[config.mk]
export PLATFORM = sky130hd
export DESIGN_NAME = phy_link_ctrl
export DESIGN_NICKNAME = d
export VERILOG_FILES = /design/src/rtl/phy_link_pkg.sv /design/src/rtl/plk_dir_track.sv /design/src/rtl/plk_prefetch.sv /design/src/rtl/plk_tx_engine.sv /design/src/rtl/plk_rx_capture.sv /design/src/rtl/phy_link_ctrl.sv
export SDC_FILE = /design/constraint.sdc
export NUM_CORES = 1
export LEC_CHECK = 0
export ABC_AREA = 0
export BUFFER_PORTS_ARGS = -buffer_cell sky130_fd_sc_hd__clkbuf_2
export CAP_MARGIN = 25
export CORE_ASPECT_RATIO = 1.1
export CORE_MARGIN = 1.5
export CORE_UTILIZATION = 50
export DETAILED_ROUTE_END_ITERATION = 8
export PLACE_DENSITY_LB_ADDON = 0.2
export SYNTH_ARGS = -nofsm -noshare
export SYNTH_HDL_FRONTEND = slang
export SYNTH_SLANG_ARGS = --single-unit
export TNS_END_PERCENT = 20
[constraint.sdc]
create_clock -name clk -period 1.9 [get_ports clk]
set_clock_uncertainty 0.1 [all_clocks]
set_input_delay 0.095 -clock clk [delete_from_list [all_inputs] [get_ports clk]]
set_output_delay 0.095 -clock clk [all_outputs]
set_load 0.005 [all_outputs]
[src/rtl/phy_link_pkg.sv]
// Shared types for the PHY byte interface controller.
// Assumes nothing beyond being compiled ahead of the modules that import it.
package phy_link_pkg;

    // Transmit engine states
    typedef enum logic [1:0] {
        TX_IDLE  = 2'd0,   // nothing on the bus, waiting for a non-zero head
        TX_SEND  = 2'd1,   // a packet byte is on the bus
        TX_STOP  = 2'd2,   // stop strobe cycle, bus at zero
        TX_DRAIN = 2'd3    // discarding the rest of an abandoned packet
    } tx_state_e;

endpackage

[src/rtl/plk_dir_track.sv]
// Direction tracker: remembers the direction line from the previous edge
// and derives the drive and sample windows, which exclude the turnaround
// cycle after every change. Assumes phy_dir is synchronous to clk.
module plk_dir_track (
    input  logic clk,
    input  logic rst_n,
    input  logic dir_i,
    output logic drive_ok,
    output logic rx_ok,
    output logic dir_fall
);

    logic dir_q;

    // Register the direction seen at each edge
    always_ff @(posedge clk) begin
        if (!rst_n) dir_q <= 1'b0;
        else        dir_q <= dir_i;
    end

    // Windows: both cycles the same value means no turnaround
    always_comb begin
        drive_ok = !dir_i && !dir_q;
        rx_ok    =  dir_i &&  dir_q;
        dir_fall = !dir_i &&  dir_q;
    end

endmodule

[src/rtl/plk_prefetch.sv]
// One-entry prefetch register between the local byte stream and the
// transmit engine. It keeps the next byte ready so the engine can put it
// on the bus at the edge that accepts the current one. Assumes take is
// only raised while the entry is valid.
module plk_prefetch #(
    parameter int DATA_W = 8
) (
    input  logic              clk,
    input  logic              rst_n,
    input  logic [DATA_W-1:0] in_data,
    input  logic              in_last,
    input  logic              in_valid,
    output logic              in_ready,
    input  logic              take,
    output logic              pf_valid,
    output logic [DATA_W-1:0] pf_data,
    output logic              pf_last
);

    // Room when empty or when the held byte leaves at this edge
    always_comb in_ready = !pf_valid || take;

    // Load a new byte or drop the consumed one
    always_ff @(posedge clk) begin
        if (!rst_n) begin
            pf_valid <= 1'b0;
            pf_data  <= '0;
            pf_last  <= 1'b0;
        end else if (in_ready) begin
            pf_valid <= in_valid;
            if (in_valid) begin
                pf_data <= in_data;
                pf_last <= in_last;
            end
        end
    end

endmodule

[src/rtl/plk_tx_engine.sv]
// Transmit engine: starts packets with the non-zero head byte, advances
// one byte per throttle-accept from the prefetch register, raises a
// one-cycle stop after the last byte, and abandons the packet when the
// PHY takes the bus. All bus and strobe outputs come from flops.
// Assumes the local stream keeps up once a packet has started. If the
// prefetch register is empty at an accept, the packet ends there.
module plk_tx_engine
    import phy_link_pkg::*;
#(
    parameter int DATA_W = 8
) (
    input  logic              clk,
    input  logic              rst_n,
    input  logic              dir_i,
    input  logic              thr_i,
    input  logic              drive_ok,
    input  logic              pf_valid,
    input  logic [DATA_W-1:0] pf_data,
    input  logic              pf_last,
    output logic              take,
    output logic [DATA_W-1:0] bus_q,
    output logic              stop_q,
    output logic              abort_q
);

    tx_state_e st;
    logic      cur_last;
    logic      accept, advance, head_zero, start, abort, drain_pop;

    // Decode this cycle's events from state and PHY inputs
    always_comb begin
        accept    = (st == TX_SEND) && thr_i && !dir_i;
        advance   = accept && !cur_last && pf_valid;
        abort     = (st == TX_SEND) && dir_i;
        head_zero = (st == TX_IDLE) && pf_valid && (pf_data == '0);
        start     = (st == TX_IDLE) && pf_valid && (pf_data != '0) && drive_ok;
        drain_pop = (st == TX_DRAIN) && pf_valid;
        take      = head_zero || start || advance || drain_pop;
    end

    // State, bus byte and strobes
    always_ff @(posedge clk) begin
        if (!rst_n) begin
            st       <= TX_IDLE;
            bus_q    <= '0;
            cur_last <= 1'b0;
            stop_q   <= 1'b0;
            abort_q  <= 1'b0;
        end else begin
            stop_q  <= 1'b0;
            abort_q <= 1'b0;
            case (st)
                TX_IDLE: begin
                    if (start) begin
                        bus_q    <= pf_data;
                        cur_last <= pf_last;
                        st       <= TX_SEND;
                    end
                end
                TX_SEND: begin
                    if (abort) begin
                        bus_q   <= '0;
                        abort_q <= 1'b1;
                        st      <= cur_last ? TX_IDLE : TX_DRAIN;
                    end else if (advance) begin
                        bus_q    <= pf_data;
                        cur_last <= pf_last;
                    end else if (accept) begin
                        bus_q  <= '0;
                        stop_q <= 1'b1;
                        st     <= TX_STOP;
                    end
                end
                TX_STOP: begin
                    st <= TX_IDLE;
                end
                TX_DRAIN: begin
                    if (drain_pop && pf_last) st <= TX_IDLE;
                end
                default: st <= TX_IDLE;
            endcase
        end
    end

endmodule

[src/rtl/plk_rx_capture.sv]
// Receive capture: registers bytes the PHY marks valid outside the
// turnaround cycle, and flags end of packet when the PHY releases the bus
// after at least one captured byte. Assumes the window inputs come from
// the direction tracker.
module plk_rx_capture #(
    parameter int DATA_W = 8
) (
    input  logic              clk,
    input  logic              rst_n,
    input  logic              rx_ok,
    input  logic              dir_fall,
    input  logic              thr_i,
    input  logic [DATA_W-1:0] din,
    output logic [DATA_W-1:0] data_q,
    output logic              valid_q,
    output logic              eop_q
);

    logic seen;
    logic grab;

    // A byte is taken only inside the receive window with throttle high
    always_comb grab = rx_ok && thr_i;

    // Capture the byte, strobe valid and end of packet
    always_ff @(posedge clk) begin
        if (!rst_n) begin
            data_q  <= '0;
            valid_q <= 1'b0;
            eop_q   <= 1'b0;
            seen    <= 1'b0;
        end else begin
            valid_q <= grab;
            if (grab) data_q <= din;
            eop_q <= dir_fall && seen;
            if (dir_fall)  seen <= 1'b0;
            else if (grab) seen <= 1'b1;
        end
    end

endmodule

[src/rtl/phy_link_ctrl.sv]
// Link-side controller for an 8-bit shared-bus PHY interface. It wires the
// direction tracker, the prefetch register, the transmit engine and the
// receive capture. Assumes clk is the PHY clock and the pads are built
// outside from bus_out and bus_oe.
module phy_link_ctrl #(
    parameter int DATA_W = 8
) (
    input  logic              clk,
    input  logic              rst_n,
    input  logic              phy_dir,
    input  logic              phy_thr,
    output logic              phy_stop,
    input  logic [DATA_W-1:0] bus_in,
    output logic [DATA_W-1:0] bus_out,
    output logic              bus_oe,
    input  logic [DATA_W-1:0] tx_data,
    input  logic              tx_last,
    input  logic              tx_valid,
    output logic              tx_ready,
    output logic              tx_abort,
    output logic [DATA_W-1:0] rx_data,
    output logic              rx_valid,
    output logic              rx_eop
);

    logic              drive_ok, rx_ok, dir_fall;
    logic              take, pf_valid, pf_last;
    logic [DATA_W-1:0] pf_data;

    plk_dir_track u_dir (
        .clk      (clk),
        .rst_n    (rst_n),
        .dir_i    (phy_dir),
        .drive_ok (drive_ok),
        .rx_ok    (rx_ok),
        .dir_fall (dir_fall)
    );

    plk_prefetch #(.DATA_W(DATA_W)) u_pf (
        .clk      (clk),
        .rst_n    (rst_n),
        .in_data  (tx_data),
        .in_last  (tx_last),
        .in_valid (tx_valid),
        .in_ready (tx_ready),
        .take     (take),
        .pf_valid (pf_valid),
        .pf_data  (pf_data),
        .pf_last  (pf_last)
    );

    plk_tx_engine #(.DATA_W(DATA_W)) u_tx (
        .clk      (clk),
        .rst_n    (rst_n),
        .dir_i    (phy_dir),
        .thr_i    (phy_thr),
        .drive_ok (drive_ok),
        .pf_valid (pf_valid),
        .pf_data  (pf_data),
        .pf_last  (pf_last),
        .take     (take),
        .bus_q    (bus_out),
        .stop_q   (phy_stop),
        .abort_q  (tx_abort)
    );

    plk_rx_capture #(.DATA_W(DATA_W)) u_rx (
        .clk      (clk),
        .rst_n    (rst_n),
        .rx_ok    (rx_ok),
        .dir_fall (dir_fall),
        .thr_i    (phy_thr),
        .din      (bus_in),
        .data_q   (rx_data),
        .valid_q  (rx_valid),
        .eop_q    (rx_eop)
    );

    // Pads are enabled only outside turnaround with the bus granted
    always_comb bus_oe = drive_ok;

endmodule

==> impl_metrics.tcl <==
set metrics [dict create \
    diodes 0 \
    cts_sinks 35 \
    dpl_cell_area_mm2 0.00175 \
    place_hpwl_um 2280 \
    h-tree-depth 2 \
    antenna_found_initial 0 \
    routed_wl_um 3360 \
    clk_pin_slew_ns 0.11 \
    path_class "register to register" \
    grt_max_degree 29 \
    hold_viol_final 0 \
    synth.distinct_cells 33 \
    top_layer_used "met4" \
    dr.pass1.iters 4 \
    area_growth_pct 36.5 \
    met1_length_um 1430 \
    wl_per_cell_um 12.5 \
    first_global_vias 1388 \
    power_uw 1570 \
    min_period_ns 1.82 \
    setup_viol 0 \
    cts_buffers 5 \
    critical_path.cell_chain "or3b_1 > a21o_1 > a211o_1 > mux2i_1" \
    cts_tree "built" \
    fmax_mhz 549 \
    final_cell_mix "54 x nand2_1, 43 x clkbuf_2, 35 x dfxtp_1" \
    n_fill_cell 228 \
    wl_met3_um 184 \
    final_nets 257 \
    synth_top_area_cell "dfxtp_1" \
    leakage_uw 0.000928 \
    dp_slack_ns 0.112 \
    setup_ws_ns 0.0800 \
    cts_buffer_depth 2 \
    fin_crit_sh_pct 95.8 \
    synth_top_area_share_pct 47.5 \
    r2r_cells 4 \
    synth_area_leaders "dfxtp_1 48%, nand2_1 14%, mux2i_1 12%" \
    gr-usage-all-layers_pct 24.1 \
    final_common_cell "nand2_1" \
    postSynthCellCount 168 \
    critPathArrivalTime_ns 1.93 \
    rsz0062_at_grt "no" \
    die_h_um 59.9 \
    synth_nets 190 \
    clock-root-buffer "clkbuf_4" \
    numPortBuffers 43 \
    drtAntennaViolNets 0 \
    slew_viol_final 0 \
    gp_congestion 0.805 \
    powerDensity_mw_per_mm2 779 \
    grt_pass1_wl_um 5600 \
    core_mm2 0.00278 \
    critical_path_required_ns 2.01 \
    drive_gt1_share_pct 26.3 \
    startpoint_type "register" \
    synthesis.area_mm2 0.00147 \
    drc_errors 0 \
    io_pins 44 \
    cp-end-kind "register" \
    maxSlewHeadroom_pct 72.1 \
    cp_slowest_cell "a211o_1" \
    start_util_pct 53.1 \
    viasPerCell 5.12 \
    worstMarginPinSlew_ns 0.418 \
    gr-total-overflow 0 \
    die_area_mm2 0.00328 \
    multi_input_area_um2 723 \
    rows 20 \
    fin_area_mm2 0.00201 \
    fin_setup_tns_ns 0 \
    ir_worst_vdd_mv 0.596 \
    syn_area_per_cell_um2 8.77 \
    hold_class "primary input to register" \
    outcome "finished clean" \
    num_vias 1378 \
    postLayoutCoreUtil_pct 72.4 \
    drt_iter0_drc 21 \
    die_w_um 54.8 \
    slowest_delay_ns 0.47 \
    clock_latency_ns 0.33 \
    seq_area_frac_synth_pct 47.5 \
    drv_cap 0 \
    dr_wl_met2_um 1730 \
    ys_seq_elements 35 \
    seqCellArea_um2 701 \
    post-cts-setup-buffer-count 0 \
    hold_path_depth 3 \
    synth_warnings 0 \
    crit_path_max_fanout 8 \
]
[worst paths after layout]
kind / end / start / slack (ns)
min reg2reg: u_rx.eop_q$_SDFF_PN0_ / u_rx.seen$_SDFFE_PP0P_ / 0.34
max: u_tx.bus_q[2]$_SDFFE_PN0P_ / u_dir.dir_q$_SDFF_PN0_ / 0.08
max reg2reg: u_tx.bus_q[2]$_SDFFE_PN0P_ / u_dir.dir_q$_SDFF_PN0_ / 0.08
min: u_rx.seen$_SDFFE_PP0P_ / phy_thr / 0.01
[worst max-delay path, delay by kind of cell, from the launching register on]
kind,cells,cell delay (ns)
multiplexers,1,0.18
AO/OA/AOI/OAI,2,0.66
flip-flops,1,0.37
AND/OR/NAND/NOR,1,0.39
[where the power goes]
group	internal, uW	switching [uW]	total (uW)
Clock	218	236	454
Combinational	158	144	303
Sequential	775	36.4	811
Total	1150	417	1570
[synth_stat cells, drive strengths merged]
cell type,count
nand2,54
dfxtp,35
mux2i,17
a21boi,9
clkbuf,8
a21oi,4
inv,4
nor2,4
nor2b,3
a31oi,2
and2,2
and3,2
buf,2
nor3,2
nor4,2
or3b,2
a2111oi,1
a211o,1
a21o,1
a311oi,1
a31o,1
and3b,1
nand3,1
nor4bb,1
o2111a,1
o211a,1
o21a,1
o21ai,1
o221ai,1
o22ai,1
o311ai,1
o31ai,1
[stage by stage]
stage	instances	hold slack, ns
6_report	269	0.0124
5_1_grt	269	0.0374
2_1_floorplan	168	0.128
4_1_cts	269	0.00933
3_5_place_dp	243	0.235
3_3_place_gp	243	0.225
[cell families (layout without fill, tap and decap cells)]
family	after synthesis	after routing	share of synthesized area [%]
AOI/OAI and AO/OA	28	28	14.5
and+or+nand+nor	74	74	22.1
DFF	35	35	47.5
buffers and inverters	14	82	4.33
muxes	17	17	11.5
[per-layer routing]
metal  GRT usage [%]  up-vias
li1                -      712
met1            24.7      626
met2            42.5       38
met3            10.3        2
met4            8.21        0
met5               0        -
[state kept, by name (all words and copies together) (netlist names), 2 cells and up]
signal        flops
u_pf.pf_data      8
u_tx.st           2
u_rx.data_q       8
u_tx.bus_q        8
[repair_timing]
item,in CTS,in global routing
endpoints found under the hold margin,18,0
hold buffers,18,0
endpoints found under the setup margin,0,3
gates resized for setup,0,3
[layout make-up]
cell class / instances / share of cell area, %
multi-input cells: 119 / 35.9
flip-flops and latches: 35 / 34.8
repair buffers: 70 / 23.0
clock buffers: 8 / 3.42
well taps: 33 / 2.05
inverters: 4 / 0.746
No activity file was read; power rests on OpenSTA's default activity.
